## src/rtl/usr_pkg.sv

```systemverilog
package usr_pkg;

   typedef enum logic [1:0] {
      OP_CLEAR = 2'b00,
      OP_SHR   = 2'b01,
      OP_SHL   = 2'b10,
      OP_LOAD  = 2'b11
   } usr_op_e;

   typedef enum logic [1:0] {
      FILL_SER  = 2'b00,
      FILL_ZERO = 2'b01,
      FILL_ONE  = 2'b10,
      FILL_WRAP = 2'b11
   } usr_fill_e;

endpackage

```

## src/rtl/usr_fill_mux.sv

```systemverilog
module usr_fill_mux
   import usr_pkg::*;
(
   input  logic [1:0] sel_i,
   input  logic       ser_i,
   input  logic       wrap_i,
   output logic       fill_o
);

   usr_fill_e sel;

   assign sel = usr_fill_e'(sel_i);

   always_comb begin
      unique case (sel)
         FILL_SER:  fill_o = ser_i;
         FILL_ZERO: fill_o = 1'b0;
         FILL_ONE:  fill_o = 1'b1;
         FILL_WRAP: fill_o = wrap_i;
         default:   fill_o = 1'b0;
      endcase
   end

endmodule

```

## src/rtl/usr_next_state.sv

```systemverilog
module usr_next_state
   import usr_pkg::*;
#(
   parameter int WIDTH = 5
) (
   input  logic [1:0]       op_i,
   input  logic [WIDTH-1:0] cur_i,
   input  logic [WIDTH-1:0] load_i,
   input  logic             fill_lo_i,
   input  logic             fill_hi_i,
   output logic [WIDTH-1:0] nxt_o
);

   localparam int MSB = WIDTH - 1;

   usr_op_e op;

   assign op = usr_op_e'(op_i);

   for (genvar i = 0; i < WIDTH; i++) begin : g_bit
      logic from_hi;
      logic from_lo;

      if (i == MSB) begin : g_top
         assign from_hi = fill_hi_i;
      end else begin : g_mid_hi
         assign from_hi = cur_i[i+1];
      end

      if (i == 0) begin : g_bot
         assign from_lo = fill_lo_i;
      end else begin : g_mid_lo
         assign from_lo = cur_i[i-1];
      end

      always_comb begin
         unique case (op)
            OP_CLEAR: nxt_o[i] = 1'b0;
            OP_SHR:   nxt_o[i] = from_hi;
            OP_SHL:   nxt_o[i] = from_lo;
            OP_LOAD:  nxt_o[i] = load_i[i];
            default:  nxt_o[i] = 1'b0;
         endcase
      end
   end

endmodule

```

## src/rtl/usr_state_reg.sv

```systemverilog
module usr_state_reg #(
   parameter int WIDTH        = 5,
   parameter bit FALLING_EDGE = 1'b1
) (
   input  logic             clk_i,
   input  logic             rst_i,
   input  logic             en_i,
   input  logic [WIDTH-1:0] nxt_i,
   output logic [WIDTH-1:0] q_o
);

   if (FALLING_EDGE) begin : g_fall
      always_ff @(negedge clk_i) begin
         if (rst_i) begin
            q_o <= '0;
         end else if (en_i) begin
            q_o <= nxt_i;
         end
      end
   end else begin : g_rise
      always_ff @(posedge clk_i) begin
         if (rst_i) begin
            q_o <= '0;
         end else if (en_i) begin
            q_o <= nxt_i;
         end
      end
   end

endmodule

```

## src/rtl/usr_shift_reg.sv

```systemverilog
module usr_shift_reg #(
   parameter int WIDTH        = 5,
   parameter bit FALLING_EDGE = 1'b1
) (
   input  logic             clk_i,
   input  logic             rst_i,
   input  logic             upd_en_i,
   input  logic [1:0]       op_i,
   input  logic [1:0]       fill_i,
   input  logic             ser_i,
   input  logic [WIDTH-1:0] load_i,
   output logic [WIDTH-1:0] q_o
);

   localparam int MSB = WIDTH - 1;

   if (WIDTH < 2) begin : g_width_chk
      $error("usr_shift_reg: WIDTH must be at least 2");
   end

   logic             fill_hi;
   logic             fill_lo;
   logic [WIDTH-1:0] nxt;

   usr_fill_mux i_fill_hi (
      .sel_i  (fill_i),
      .ser_i  (ser_i),
      .wrap_i (q_o[0]),
      .fill_o (fill_hi)
   );

   usr_fill_mux i_fill_lo (
      .sel_i  (fill_i),
      .ser_i  (ser_i),
      .wrap_i (q_o[MSB]),
      .fill_o (fill_lo)
   );

   usr_next_state #(
      .WIDTH (WIDTH)
   ) i_next (
      .op_i      (op_i),
      .cur_i     (q_o),
      .load_i    (load_i),
      .fill_lo_i (fill_lo),
      .fill_hi_i (fill_hi),
      .nxt_o     (nxt)
   );

   usr_state_reg #(
      .WIDTH        (WIDTH),
      .FALLING_EDGE (FALLING_EDGE)
   ) i_state (
      .clk_i (clk_i),
      .rst_i (rst_i),
      .en_i  (upd_en_i),
      .nxt_i (nxt),
      .q_o   (q_o)
   );

endmodule

```

## config.mk

```make
export PLATFORM = sky130hd
export DESIGN_NAME = usr_shift_reg
export DESIGN_NICKNAME = d
export VERILOG_FILES = /design/src/rtl/usr_pkg.sv /design/src/rtl/usr_fill_mux.sv /design/src/rtl/usr_next_state.sv /design/src/rtl/usr_state_reg.sv /design/src/rtl/usr_shift_reg.sv
export SDC_FILE = /design/constraint.sdc
export NUM_CORES = 1
export LEC_CHECK = 0
export BUFFER_PORTS_ARGS = -buffer_cell sky130_fd_sc_hd__buf_2
export CAP_MARGIN = 20
export CORE_AREA = 2 2 39 41
export CTS_CLUSTER_SIZE = 20
export DETAILED_ROUTE_END_ITERATION = 10
export DIE_AREA = 0 0 41 43
export PLACE_DENSITY = 0.54
export REMOVE_ABC_BUFFERS = 1
export SETUP_SLACK_MARGIN = 0.3
export SLEW_MARGIN = 5
export SYNTH_ARGS = -nofsm -noshare
export SYNTH_HDL_FRONTEND = slang
export SYNTH_SLANG_ARGS = --single-unit
```

## constraint.sdc

```tcl
create_clock -name clk_i -period 1.1 [get_ports clk_i]
set_clock_uncertainty 0.15 [all_clocks]
set_input_delay 0.22 -clock clk_i [delete_from_list [all_inputs] [get_ports clk_i]]
set_output_delay 0.22 -clock clk_i [all_outputs]
set_load 0.01 [all_outputs]
```

==> impl_metrics.toml <==
[worst_hold_path]
hp-class = "reg2reg"

[timing]
slew_viol_final = 0
final_hold_viol_count = 0
rsz0062_at_grt = "yes"
max-slew-margin-rel_pct = 82.9
setup-tns-final_ns = -4.07
tightest_slew_ns = 0.257
finalSetupViolCount = 10
whs_ns = 0.469
timing.final.ws_setup_ns = -0.547

[yosys]
synth-seq-cells = 5
ys_seq_area_share_pct = 29.7
netlist_area_um2 = 337
yosysUniqueCellTypes = 16
synth_warnings = 0
syn_avg_cell_area_um2 = 8.41
syn_inst = 40

[clock_network]
hold_buffers = 0
cts_buffer_depth = 2
insertion_delay_ns = 0.30
clk_pin_slew_ns = 0.04
clock_sinks = 5
cts-htree-levels = 1
cts-root-buf = "clkbuf_4"
cts_tree = "done"
cts_buffers = 3

[global_routing]
grt_antenna_before_repair = 0
grt_pass1_wl_um = 1530
grt_max_degree = 13
grt_pass1_vias = 418
grt.total_usage_pct = 13.0
overflow = 0

[power_and_ir_drop]
power_frac_clock_pct = 42.8
p_switching_w = 0.000198
p_seq_share_pct = 31.5
power_frac_comb_pct = 25.7
swShare_pct = 30.7
powerDensity_nw_per_um2 = 1060
internal_power_w = 0.000447
power_leakage_nw = 0.287
max-vdd-ir-drop_mv = 0.596

[cells_and_area]
finish.net_count = 82
seq_area_um2 = 106
nFillCells = 135
largest_reg_flops = 5
stdcell_count = 84
regMostFlops = "i_state.q_o"
reg_top3 = "i_state.q_o: 5 flops"
antennaDiodeCount = 0
syn2layout_area_growth_pct = 81.0
post-route-util_pct = 44.0
drive_gt1_share_pct = 58.8
multiInputGateArea_um2 = 244

[critical_path]
path_max_fanout = 2
slowest_delay_ns = 0.31
reg2reg_slack_ns = -0.15
crit_chain = "buf_6"
cp_top_family = "flip-flops"
crit_buf_inv = 1
cp.required_ns = 0.73
slowest_stage = "dfxtp_2"
crit_arrival_ns = 1.28
worst-setup-path-type = "reg2out"
critPathLaunchType = "flip-flop"
end_kind = "output pin"

[die]
ios = 18
dieArea_um2 = 1760
core_um2 = 1380
dieWidth_um = 41
die_y_um = 43
rows = 14
start_util_pct = 24.3

[run_status]
violations = "negative setup slack"
status = "finished, violations left"

[placement]
port_buffers = 17
dp.cells = 75
hpwl_um = 646
pre_cts_slack_ns = -0.687
place.gp.congestion = 0.755

[routing]
routed_wl_um = 985
vias = 397
dr.pass1.iters = 4
final_antenna_net_count = 0
wl_per_cell_um = 11.7
drtIter0Drc = 6
drc_errors = 0
viasPerCell = 4.73

[run]
maxCapViolations = 0
-- what timing repair did --
| item | 4_1_cts | 5_1_grt |
|---|---|---|
| cloned | 0 | 0 |
| pin swaps | 10 | 3 |
| gates resized for setup | 19 | 7 |
| endpoints found under the setup margin | 10 | 10 |
| setup buffers | 0 | 1 |
-- metal layers --
layer | part of all wire [%] | vias up | GRT usage, % | wire (um)
met2 | 50 | 20 | 19.1 | 497
met1 | 40 | 178 | 14.7 | 391
met3 | 9.0 | 2 | 5.24 | 89
met4 | 0.61 | 0 | 8.67 | 6
li1 | - | 197 | - | -
met5 | 0 | - | 0 | 0
-- placed cells by master (no fill, tap or decap), drive strengths merged --
cell type	instances
buf	24
dfxtp	5
nor2	3
clkbuf	3
nor2b	4
a31oi	2
inv	6
and2b	1
nand2b	2
mux2	5
nand2	6
o2111ai	2
a311oi	3
a21oi	2
-- power groups by stage --
stage,sequential [W],combinational (W),clock (W)
detailed placement,0.000200,0.000119,0.0000339
global route,0.000204,0.000177,0.000325
finish,0.000203,0.000166,0.000276
floorplan,0.000209,0.0000404,0.0000339
global placement,0.000201,0.000119,0.0000339
CTS,0.000203,0.000145,0.000290
-- cell type report --
| cell class | instances | share of cell area (%) |
|---|---|---|
| timing repair buffer | 24 | 31.8 |
| tap | 16 | 3.29 |
| clock buffer | 3 | 3.70 |
| multi-input combinational | 30 | 40.0 |
| clock inverter | 6 | 3.70 |
| sequential | 5 | 17.5 |
-- synth_stat cells --
master / n / area [um2]
nor2_1: 3 / 11.3
nand2b_1: 2 / 12.5
a21oi_1: 2 / 10.0
inv_1: 1 / 3.75
mux2_1: 4 / 45.0
nor2b_1: 4 / 25.0
buf_4: 2 / 15.0
o2111ai_1: 2 / 17.5
a31oi_1: 2 / 12.5
buf_2: 1 / 5.00
mux2_2: 1 / 11.3
a311oi_1: 3 / 26.3
buf_6: 1 / 11.3
dfxtp_1: 5 / 100
nand2_1: 6 / 22.5
and2b_1: 1 / 7.51
-- metrics by stage --
stage	total power (W)	area, um2
floorplan	0.000283	305
global placement	0.000353	455
detailed placement	0.000353	455
CTS	0.000638	563
global route	0.000707	609
finish	0.000645	609
-- path summary, 6_finish.rpt --
kind / startpoint / to / cells after the start
worst max-delay path: i_state.q_o[3]$_SDFFE_NP0P_ / q_o[3] / 1
worst min register to register: i_state.q_o[3]$_SDFFE_NP0P_ / i_state.q_o[3]$_SDFFE_NP0P_ / 3
worst max register to register: i_state.q_o[3]$_SDFFE_NP0P_ / i_state.q_o[4]$_SDFFE_NP0P_ / 4
worst min-delay path: i_state.q_o[3]$_SDFFE_NP0P_ / i_state.q_o[3]$_SDFFE_NP0P_ / 3
-- kinds of logic (layout without fill, tap and decap cells) --
family / after synthesis / count (layout) / synth area share, %
and+or+nand+nor: 16 / 16 / 23.4
AOI/OAI and AO/OA: 9 / 9 / 19.7
muxes: 5 / 5 / 16.7
DFF: 5 / 5 / 29.7
buffers and inverters: 5 / 33 / 10.4
No activity file was read; power rests on OpenSTA's default activity.
